### src/rtl/hdlc_rx_pkg.sv
package hdlc_rx_pkg;

  localparam logic [15:0] CRC_POLY_REFL = 16'h8408;
  localparam logic [15:0] CRC_PRESET    = 16'hFFFF;
  localparam logic [15:0] CRC_GOOD      = 16'hF0B8;

  // Strobes from the line decoder to the frame datapath
  typedef struct packed {
    logic push;        // destuffed in-frame bit available
    logic pushBit;     // its value
    logic flagHit;     // flag completed on this bit
    logic closeFrame;  // that flag ends a frame that was open
  } rxStrobe_t;

  function automatic logic [15:0] crcStep(input logic [15:0] cur, input logic inBit);
    logic fb;
    fb = cur[0] ^ inBit;
    crcStep = (cur >> 1) ^ (fb ? CRC_POLY_REFL : 16'h0000);
  endfunction

endpackage

### src/rtl/hdlc_rx_ctrl.sv
module hdlc_rx_ctrl
  import hdlc_rx_pkg::*;
#(
  parameter int STUFF_RUN = 5,
  parameter int FLAG_RUN  = 6,
  parameter int ABORT_RUN = 7
) (
  input  logic       clk,
  input  logic       rstN,
  input  logic       bitEn,
  input  logic       rxBit,
  output rxStrobe_t  strobe,
  output logic       syncPulse,
  output logic       abortStart,
  output logic       abortEnd
);

  localparam int OW = $clog2(ABORT_RUN + 1);
  localparam logic [OW-1:0] STUFF_N = OW'(STUFF_RUN);
  localparam logic [OW-1:0] FLAG_N  = OW'(FLAG_RUN);
  localparam logic [OW-1:0] ABORT_N = OW'(ABORT_RUN);

  typedef enum logic {HUNT, INFRAME} lineState_t;

  lineState_t lineState, nextState;
  logic [OW-1:0] onesRun, nextOnes;
  logic evSync, evAbortOn, evAbortOff;

  always_comb begin
    strobe     = '0;
    nextState  = lineState;
    nextOnes   = onesRun;
    evSync     = 1'b0;
    evAbortOn  = 1'b0;
    evAbortOff = 1'b0;
    if (bitEn) begin
      if (rxBit) begin
        nextOnes = (onesRun == ABORT_N) ? onesRun : onesRun + 1'b1;
        if (onesRun == ABORT_N - 1'b1) begin
          evAbortOn = 1'b1;
          nextState = HUNT;
        end
        if (lineState == INFRAME && onesRun < STUFF_N) begin
          strobe.push    = 1'b1;
          strobe.pushBit = 1'b1;
        end
      end else begin
        nextOnes = '0;
        if (onesRun == FLAG_N) begin
          evSync            = 1'b1;
          strobe.flagHit    = 1'b1;
          strobe.closeFrame = (lineState == INFRAME);
          nextState         = INFRAME;
        end else if (onesRun >= ABORT_N) begin
          evAbortOff = 1'b1;
        end else if (onesRun != STUFF_N && lineState == INFRAME) begin
          strobe.push    = 1'b1;
          strobe.pushBit = 1'b0;
        end
      end
    end
  end

  always_ff @(posedge clk) begin
    if (!rstN) begin
      lineState  <= HUNT;
      onesRun    <= '0;
      syncPulse  <= 1'b0;
      abortStart <= 1'b0;
      abortEnd   <= 1'b0;
    end else begin
      lineState  <= nextState;
      onesRun    <= nextOnes;
      syncPulse  <= evSync;
      abortStart <= evAbortOn;
      abortEnd   <= evAbortOff;
    end
  end

  // line events are distinct patterns and never share a cycle
  a_r10_events_exclusive: assert property (@(posedge clk) disable iff (!rstN)
    $onehot0({syncPulse, abortStart, abortEnd}))
    else $error("line events overlap");

  // a flag needs at least seven line bits, so sync cannot repeat next cycle
  a_r1_sync_spacing: assert property (@(posedge clk) disable iff (!rstN)
    syncPulse |=> !syncPulse)
    else $error("sync pulse repeated back to back");

endmodule

### src/rtl/hdlc_rx_dpath.sv
module hdlc_rx_dpath
  import hdlc_rx_pkg::*;
#(
  parameter int CHAR_W   = 8,
  parameter int FCS_W    = 16,
  parameter int FLAG_LAG = 6,
  parameter int MIN_BITS = 32,
  parameter logic [CHAR_W-1:0] BCAST_ADDR = '1
) (
  input  logic                      clk,
  input  logic                      rstN,
  input  rxStrobe_t                 strobe,
  input  logic [CHAR_W-1:0]         stationAddr,
  input  logic                      addrFilterEn,
  input  logic [$clog2(CHAR_W)-1:0] charLenSel,
  output logic                      dataValid,
  output logic [CHAR_W-1:0]         dataOut,
  output logic                      eofValid,
  output logic                      crcErr
);

  localparam int WIN     = FLAG_LAG + FCS_W;
  localparam int EOF_MIN = FLAG_LAG + MIN_BITS;
  localparam int CW      = $clog2(EOF_MIN + 1);
  localparam int BW      = $clog2(CHAR_W + 1);
  localparam logic [CW-1:0] LAG_N  = CW'(FLAG_LAG);
  localparam logic [CW-1:0] WIN_N  = CW'(WIN);
  localparam logic [CW-1:0] MIN_N  = CW'(EOF_MIN);
  localparam logic [BW-1:0] FULL_N = BW'(CHAR_W);

  logic [WIN-1:0]    lagWin;
  logic [CW-1:0]     pushCnt;
  logic [15:0]       crcReg;
  logic [CHAR_W-1:0] chr;
  logic [BW-1:0]     bitCnt;
  logic              addrDone;
  logic              dropped;

  logic [BW-1:0]     target;
  logic [CHAR_W-1:0] chrNext, charVal;
  logic              outBitLive, charDone, addrReject;

  always_comb begin
    if (!addrDone || charLenSel == '0) target = FULL_N;
    else                               target = BW'(charLenSel);
    outBitLive = strobe.push && (pushCnt >= WIN_N);
    chrNext    = {lagWin[WIN-1], chr[CHAR_W-1:1]};
    charDone   = outBitLive && (bitCnt + 1'b1 == target);
    charVal    = chrNext >> (FULL_N - target);
    addrReject = !addrDone && addrFilterEn &&
                 (charVal != stationAddr) && (charVal != BCAST_ADDR);
  end

  always_ff @(posedge clk) begin
    if (!rstN) begin
      lagWin    <= '0;
      pushCnt   <= '0;
      crcReg    <= CRC_PRESET;
      chr       <= '0;
      bitCnt    <= '0;
      addrDone  <= 1'b0;
      dropped   <= 1'b0;
      dataValid <= 1'b0;
      dataOut   <= '0;
      eofValid  <= 1'b0;
      crcErr    <= 1'b0;
    end else begin
      dataValid <= 1'b0;
      eofValid  <= 1'b0;
      crcErr    <= 1'b0;
      if (strobe.flagHit) begin
        if (strobe.closeFrame && pushCnt >= MIN_N && !dropped) begin
          eofValid <= 1'b1;
          crcErr   <= (crcReg != CRC_GOOD);
        end
        pushCnt  <= '0;
        crcReg   <= CRC_PRESET;
        chr      <= '0;
        bitCnt   <= '0;
        addrDone <= 1'b0;
        dropped  <= 1'b0;
      end else if (strobe.push) begin
        if (pushCnt >= LAG_N) crcReg <= crcStep(crcReg, lagWin[FLAG_LAG-1]);
        if (outBitLive) begin
          chr <= chrNext;
          if (charDone) begin
            bitCnt   <= '0;
            addrDone <= 1'b1;
            if (addrReject) begin
              dropped <= 1'b1;
            end else if (!dropped) begin
              dataValid <= 1'b1;
              dataOut   <= charVal;
            end
          end else begin
            bitCnt <= bitCnt + 1'b1;
          end
        end
        lagWin <= {lagWin[WIN-2:0], strobe.pushBit};
        if (pushCnt != '1) pushCnt <= pushCnt + 1'b1;
      end
    end
  end

  // a frame rejected on its address stays silent
  a_r3_drop_quiet: assert property (@(posedge clk) disable iff (!rstN)
    dropped |-> !dataValid)
    else $error("character delivered from a dropped frame");

  a_r3_drop_no_eof: assert property (@(posedge clk) disable iff (!rstN)
    eofValid |-> !$past(dropped))
    else $error("end of frame reported for a dropped frame");

endmodule

### src/rtl/hdlc_frame_rx.sv
module hdlc_frame_rx
  import hdlc_rx_pkg::*;
#(
  parameter int CHAR_W   = 8,
  parameter int FCS_W    = 16,
  parameter int FLAG_LAG = 6,
  parameter int MIN_BITS = 32
) (
  input  logic                      clk,
  input  logic                      rstN,
  input  logic                      bitEn,
  input  logic                      rxBit,
  input  logic [CHAR_W-1:0]         stationAddr,
  input  logic                      addrFilterEn,
  input  logic [$clog2(CHAR_W)-1:0] charLenSel,
  output logic                      syncPulse,
  output logic                      dataValid,
  output logic [CHAR_W-1:0]         dataOut,
  output logic                      eofValid,
  output logic                      crcErr,
  output logic                      abortStart,
  output logic                      abortEnd
);

  rxStrobe_t strobe;

  hdlc_rx_ctrl #(
    .STUFF_RUN (FLAG_LAG - 1),
    .FLAG_RUN  (FLAG_LAG),
    .ABORT_RUN (FLAG_LAG + 1)
  ) u_ctrl (
    .clk        (clk),
    .rstN       (rstN),
    .bitEn      (bitEn),
    .rxBit      (rxBit),
    .strobe     (strobe),
    .syncPulse  (syncPulse),
    .abortStart (abortStart),
    .abortEnd   (abortEnd)
  );

  hdlc_rx_dpath #(
    .CHAR_W   (CHAR_W),
    .FCS_W    (FCS_W),
    .FLAG_LAG (FLAG_LAG),
    .MIN_BITS (MIN_BITS)
  ) u_dpath (
    .clk          (clk),
    .rstN         (rstN),
    .strobe       (strobe),
    .stationAddr  (stationAddr),
    .addrFilterEn (addrFilterEn),
    .charLenSel   (charLenSel),
    .dataValid    (dataValid),
    .dataOut      (dataOut),
    .eofValid     (eofValid),
    .crcErr       (crcErr)
  );

  // an end of frame is always reported together with its closing flag
  a_r6_eof_on_flag: assert property (@(posedge clk) disable iff (!rstN)
    eofValid |-> syncPulse)
    else $error("end of frame without a flag");

  // a closing flag carries no data bit, so no character shares its cycle
  a_r12_no_overlap: assert property (@(posedge clk) disable iff (!rstN)
    dataValid |-> !eofValid)
    else $error("character and end of frame in the same cycle");

endmodule

### config.mk
export PLATFORM = sky130hd
export DESIGN_NAME = hdlc_frame_rx
export DESIGN_NICKNAME = d
export VERILOG_FILES = /design/src/rtl/hdlc_rx_pkg.sv /design/src/rtl/hdlc_rx_ctrl.sv /design/src/rtl/hdlc_rx_dpath.sv /design/src/rtl/hdlc_frame_rx.sv
export SDC_FILE = /design/constraint.sdc
export NUM_CORES = 1
export LEC_CHECK = 0
export ABC_AREA = 1
export BUFFER_PORTS_ARGS = -buffer_cell sky130_fd_sc_hd__buf_4
export CAP_MARGIN = 15
export CORE_MARGIN = 4
export CORE_UTILIZATION = 44
export DETAILED_ROUTE_END_ITERATION = 16
export GPL_ROUTABILITY_DRIVEN = 0
export HOLD_SLACK_MARGIN = 0.02
export PLACE_DENSITY = 0.69
export SYNTH_ARGS = -nofsm -noshare
export SYNTH_HDL_FRONTEND = slang
export SYNTH_HIERARCHICAL = 1
export SYNTH_SLANG_ARGS = --single-unit
### constraint.sdc
create_clock -name clk -period 5.4 [get_ports clk]
set_input_delay 0.81 -clock clk [delete_from_list [all_inputs] [get_ports clk]]
set_output_delay 0.81 -clock clk [all_outputs]
set_load 0.1 [all_outputs]
==> results of run 1 <==
cells in the mapped netlist (2+ instances only):
master	instances	area, µm²
nor3_1	6	30.03
clkinv_1	2	7.510
nand3_2	8	80.08
o21ai_1	5	25.02
nand2_2	11	68.82
a21oi_1	23	115.1
buf_6	2	22.52
nand4_1	7	43.79
inv_2	4	15.01
nand2_1	129	484.2
nand2_4	3	33.78
and3_1	2	12.51
clkbuf_1	11	41.29
nor4_1	2	12.51
xor2_1	4	35.03
nand3_4	2	35.03
inv_1	56	210.2
o21ai_2	2	17.52
o21ai_0	37	185.2
nand3_1	39	195.2
nor2_1	76	285.3
o211ai_1	4	30.03
xnor2_1	5	43.79
dfxtp_1	75	1501
nor2_2	3	18.77
ha_1	7	87.58
cells by family after synthesis:
group | after synthesis | synth area share, %
and+or+nand+nor | 291 | 35.73
DFF | 75 | 40.57
AOI/OAI and AO/OA | 74 | 10.72
buffers and inverters | 78 | 8.485
xor gates and xnor gates | 9 | 2.130
adders and majority gates | 7 | 2.366
layout make-up:
type                       instances  area (µm²)  area share (%)
timing repair buffer              31       232.7           5.523
sequential                        75        1501           35.63
inverter                          63       237.7           5.641
tap                              105       131.4           3.118
multi-input combinational        381        1886           44.74
clock inverter                     7       101.3           2.405
clock buffer                       9       123.9           2.939
sequential cells by signal (all words and copies together) (netlist names), 3 cells and up:
signal           flops
u_dpath/lagWin      22
u_dpath/crcReg      16
u_dpath/dataOut      8
u_dpath/chr          7
u_dpath/pushCnt      6
u_dpath/bitCnt       4
u_ctrl/onesRun       3
metal layers:
layer	track usage [%]	vias up
met4	4.937	0
met3	4.137	4
li1	-	1762
met5	0	-
met2	26.27	53
met1	22.00	1484
through the flow:
step	power (mW)	cell area (µm²)
final	1.084	4214
after global routing	1.133	4214
after CTS	1.098	4214
after detailed placement	0.6152	3989
after global placement	0.6144	3989
after floorplan	0.5964	3701
worst paths after layout:
path / cells past startpoint / endpoint / slack (ns)
worst max-delay path: 16 / u_dpath/dataOut[3]$_SDFFE_PN0P_ / 2.70
worst min-delay path: 2 / u_dpath/chr[1]$_SDFFE_PP0P_ / 0.46
worst min register to register: 2 / u_dpath/chr[1]$_SDFFE_PP0P_ / 0.46
worst max register to register: 16 / u_dpath/dataOut[3]$_SDFFE_PN0P_ / 2.70
power by group through the flow:
stage / Clock [mW] / Sequential [mW] / Combinational, mW
floorplan: 0 / 0.570 / 0.0260
global placement: 0 / 0.571 / 0.0439
detailed placement: 0 / 0.571 / 0.0445
CTS: 0.496 / 0.558 / 0.0448
global route: 0.524 / 0.558 / 0.0508
finish: 0.482 / 0.558 / 0.0450
cells in the final DEF, fill, tap and decap left out, types with 3 or more instances in the layout:
master,netlist,layout
nor3_1,6,6
nand3_1,39,39
xor2_1,4,4
o21ai_1,5,5
a21oi_1,23,23
nand2_1,129,129
inv_1,56,56
nand2_2,11,11
xnor2_1,5,5
o211ai_1,4,4
ha_1,7,7
nor2_1,76,76
buf_4,1,31
nand2_4,3,3
inv_2,4,4
nor2_2,3,3
nand3_2,8,8
dfxtp_1,75,75
o21ai_0,37,37
clkbuf_8,0,9
nand4_1,7,7
critical path, delay by kind of cell (launching register included):
family        cells  cell delay [ns]
simple gates     11             1.28
flops             1             0.41
fa+ha+maj         1             0.21
buf+inv           4             0.72
==> summary.md, run 1 <==
| Metric | Value |
|---|---|
| Worst Skew | `0.01307 ns` |
| Syn_nets | `557` |
| #FFs+latches synth | `75` |
| Num rows | `33` |
| RSZ-0062 raised after global routing | `false` |
| WL met2 | `3.570 mm` |
| Vias in the first global route | `2994` |
| Fin crit share | `49.95%` |
| Startpoint types | `register` |
| DRC errors left | `0` |
| Worst-Margin Slew | `0.6958 ns` |
| Vias per cell | `4.923` |
| Switching power | `0.2485 mW` |
| Gate Count Post-Synth | `534` |
| Pint | `0.8358 mW` |
| CP Class | `reg2reg` |
| Initial antenna violation count | `0` |
| Clock power frac | `44.4%` |
| Final setup viols | `0` |
| Maximum root-to-sink buffer count | `2` |
| Setup TNS after final layout | `0 ns` |
| Final worst slack | `2.703 ns` |
| Uppermost routed layer | `met4` |
| Most frequent CP cell | `nand2_1` |
| Met1 WL | `3.755 mm` |
| Met3 routed WL | `319 µm` |
| Crit path launch | `u_ctrl/onesRun[0]$_SDFFE_PN0P_` |
| Filler cell count | `807` |
| Comb pwr share | `4.1%` |
| Pin count of the biggest net entering global routing | `39` |
| Initial DRC count | `178` |
| MaxCap Viol Count | `0` |
| Tmin final | `2.697 ns` |
| EDFF count, synth | `0` |
| Worst-path clk slew | `0.08 ns` |
| CP required | `5.68 ns` |
| Crit path max-delay cell type | `dfxtp_1` |
| Post-layout util | `51.29%` |
| Max-slew violation count | `0` |
| Root Driver | `clkbuf_8` |
| Antenna fix cells | `0` |
| Final WL | `7.704 mm` |
| Status | `completed` |
| Crit path cell chain | `inv_1 > ha_1 > nand2_2 > nand2_1 > nor2_1 > nand2_1 > nand2_1 > inv_1 > nor2_1 > buf_4 > inv_1 > nor2_2 > nand3_4 > nand2_1 > nand2_1 > nor2_1` |
| IO Pins | `30` |
| Max_slew headroom | `53.56%` |
| Main synth FF type | `dfxtp_1` |
| Mean Syn Cell Area | `6.931 µm²` |
| Grt ovf | `0` |
| Placed cells | `655` |
| Asr flop ratio synth | `0%` |
| Highest Clock Rate | `0.3707 GHz` |
| Hold Startpoint | `u_dpath/chr[1]$_SDFFE_PP0P_` |
| Pleak | `2.075 nW` |
| Net Sw Frac | `22.92%` |
| Global-route wire length before repair | `13.48 mm` |
| Core Footprint | `0.008217 mm²` |
| GRT Overall Usage | `16.48%` |
| Hold-fix buffers at CTS | `0` |
| Hold_ws | `0.4575 ns` |
| Post CTS Setup Buffer Count | `0` |
| Yosys warning total | `6` |
| H-tree levels | `3` |
| Fin nets | `584` |
| Crit Path Max Fanout | `24` |
| Clk_lat worst skew | `0.34 ns` |
| Antenna Nets Post-Route | `0` |
| Post_cts resized | `0` |
| Power Density | `257.3 mW/mm²` |
| Seq pwr share | `51.4%` |
| CTS Buf Count | `9` |
| Via count | `3303` |
| CP arrival | `2.98 ns` |
| Final Hold Vio Count | `0` |
| CP Capture Type | `register` |
| Die Width | `99.72 µm` |
| Hpwl dp | `5.465 mm` |
| Die ar. | `0.009943 mm²` |
| RR Startpoint | `u_ctrl/onesRun[0]$_SDFFE_PN0P_` |
| CTS sink cnt | `75` |
| Max IR drop VDD | `0.1945 mV` |
| Worst min path class | `reg2reg` |
| Final std cells w/o fill | `671` |
| Vert. Die Dim | `99.72 µm` |
| DR WL/cell | `11.48 µm` |
| PortBufs | `29` |
| Setup slack at placement | `2.473 ns` |
| Slowest stage delay, CP | `0.41 ns` |
| CTS tree | `done` |
| Initial Util | `45.04%` |
| Drt first pass iters | `4` |
| Area of the mapped netlist | `0.003701 mm²` |
| Layout cell share with drive strength beyond 1 | `14.66%` |
| Layout area overhead | `13.86%` |
| Unique masters post-synth | `35` |
| Sequential share of the synthesized area | `40.57%` |
(Power assumes the default switching activity.)
==> inputs of run 2 (changes only) <==
==> constraint.sdc (replaced) <==
create_clock -name clk -period 2.55 [get_ports clk]
set_input_delay 0.3825 -clock clk [delete_from_list [all_inputs] [get_ports clk]]
set_output_delay 0.3825 -clock clk [all_outputs]
set_load 0.1 [all_outputs]
==> summary.md, run 2 (synthesis results as in run 1) <==
| Metric | Value |
|---|---|
| Pin count of the biggest net entering global routing | `39 (unchanged)` |
| Worst Skew | `0.01269 ns (-0.0003777 ns)` |
| Top reg by flops | `u_dpath/lagWin` |
| Hold Startpoint | `bitEn` |
| RSZ-0062 raised after global routing | `false` |
| Startpoint types | `register` |
| Layout area overhead | `15.62%` |
| Final setup viols | `0 (unchanged)` |
| Die Width | `99.72 µm (unchanged)` |
| Layout cell share with drive strength beyond 1 | `15.41% (+0.75 points)` |
| Worst-path clk slew | `0.09 ns (about the same)` |
| Core Footprint | `0.008217 mm² (unchanged)` |
| Final Hold Vio Count | `0 (unchanged)` |
| IO Pins | `30 (unchanged)` |
| CP arrival | `2.48 ns (-0.50 ns)` |
| Initial Util | `45.04% (unchanged)` |
| Antenna Nets Post-Route | `0 (unchanged)` |
| Tmin final | `2.187 ns (-0.5103 ns)` |
| DRC errors left | `0 (unchanged)` |
| Max IR drop VDD | `0.2992 mV (+54%)` |
| Crit Path Max Fanout | `12 (-50%)` |
| H-tree levels | `3 (unchanged)` |
| CTS Buf Count | `9 (unchanged)` |
| Worst min path class | `in2reg` |
| Initial DRC count | `130 (-27%)` |
| Num rows | `33 (unchanged)` |
| Biggest regs | `u_dpath/lagWin x22, u_dpath/crcReg x16, u_dpath/dataOut x8` |
| Commonest non-fill, non-tap cell in the layout | `nand2_1` |
| Pleak | `2.108 nW (+1.6%)` |
| Grt ovf | `0 (unchanged)` |
| Power Density | `558.1 mW/mm² (+120%)` |
| Vias in the first global route | `3126 (+4.4%)` |
| CTS sink cnt | `75 (unchanged)` |
| Hold_ws | `0.3320 ns (-0.1255 ns)` |
| Maximum root-to-sink buffer count | `2 (unchanged)` |
| Global-route wire length before repair | `13.72 mm (+1.8%)` |
| Initial antenna violation count | `0 (unchanged)` |
| CTS tree | `done` |
| Max-slew violation count | `0 (unchanged)` |
| GRT Overall Usage | `16.75% (+0.28 points)` |
| Die ar. | `0.009943 mm² (unchanged)` |
| DR WL/cell | `11.58 µm (+0.87%)` |
| MaxCap Viol Count | `0 (unchanged)` |
| CP required | `2.84 ns (-2.84 ns)` |
| Drt first pass iters | `5 (+1)` |
| Max_slew headroom | `70.99% (+17 points)` |
| CP Capture Type | `register` |
| Hold-fix buffers at CTS | `0 (unchanged)` |
| Vias per cell | `4.978 (+1.1%)` |
| Fin crit share | `85.77% (+36 points)` |
| Post CTS Setup Buffer Count | `0 (unchanged)` |
| PortBufs | `29 (unchanged)` |
| Crit path launch | `u_ctrl/onesRun[0]$_SDFFE_PN0P_` |
| Vert. Die Dim | `99.72 µm (unchanged)` |
| Overall Power | `2.388 mW (+120%)` |
| Hpwl dp | `5.675 mm (+3.8%)` |
| Most frequent cells in the layout | `nand2_1, nor2_1, dfxtp_1, inv_1, nand3_1` |
| Setup TNS after final layout | `0 ns (unchanged)` |
| Highest Clock Rate | `0.4572 GHz (+23%)` |
| Worst-Margin Slew | `0.4346 ns (-0.2612 ns)` |
| CP Class | `reg2reg` |
| Via count | `3365 (+1.9%)` |
| Clk_lat worst skew | `0.35 ns (about the same)` |
| Root Driver | `clkbuf_8` |
| Fin nets | `589 (+0.86%)` |
| Status | `completed` |
| Final WL | `7.829 mm (+1.6%)` |
| Number of flip-flops in the largest register | `22 (unchanged)` |
| RR Startpoint | `u_ctrl/onesRun[0]$_SDFFE_PN0P_` |
| Antenna fix cells | `0 (unchanged)` |
[run 2: power by group]
part	internal (mW)	switching (mW)	total [mW]	leakage, nW
combinational	0.0359	0.0589	0.0947	1.38
sequential	1.17	0.00591	1.18	0.605
clock	0.658	0.454	1.11	0.120
[run 2: timing repair]
item | 4_1_cts | 5_1_grt
hold endpoints to repair | 0 | 0
gates resized for setup | 0 | 1
endpoints found under the setup margin | 0 | 7
[run 2: path summary, 6_finish.rpt]
kind / end / slack [ns] / cells after the start
max: u_dpath/dataOut[1]$_SDFFE_PN0P_ / 0.36 / 15
min reg2reg: u_dpath/chr[1]$_SDFFE_PP0P_ / 0.47 / 2
max reg2reg: u_dpath/dataOut[1]$_SDFFE_PN0P_ / 0.36 / 15
min: u_ctrl/abortStart$_SDFF_PN0_ / 0.33 / 3
[run 2: cell type report]
cell class,count,area [µm²]
Clock buffer,9,123.9
Clock inverter,7,123.9
Fill cell,813,3938
Inverter,63,237.7
Multi-Input combinational cell,381,1891
Sequential cell,75,1501
Tap cell,105,131.4
Timing Repair Buffer,36,270.3
[run 2: worst max-delay path, cell delays in order, from the launching register on]
cell and delay [ns]:
dfxtp_1 0.41, inv_1 0.10, ha_1 0.21, nand2_2 0.10
nand2_1 0.06, nor2_1 0.09, nand2_1 0.05, nand2_1 0.11
nand2_1 0.10, inv_1 0.08, nand3_1 0.20, nor2_4 0.23
nand3_4 0.17, nand2_1 0.09, nand2_1 0.05, nor2_1 0.09
[run 2: metal layers]
layer	vias up	global-route usage (%)	part of all wire, %
li1	1769	-	-
met1	1532	21.37	48
met2	58	27.55	47
met3	6	3.787	4.7
met4	0	6.303	0.91
met5	-	0	0
[run 2: per-stage QoR]
stage | instance area, µm² | util, % | setup WS (ns) | std cells
final | 4279 | 52.08 | 0.3629 | 676
after global placement | 4026 | 49.00 | 0.2932 | 660
after CTS | 4274 | 52.02 | 0.2739 | 676
after detailed placement | 4026 | 49.00 | 0.2780 | 660
after global routing | 4279 | 52.08 | 0.02963 | 676
after floorplan | 3701 | - | 0.4924 | 534
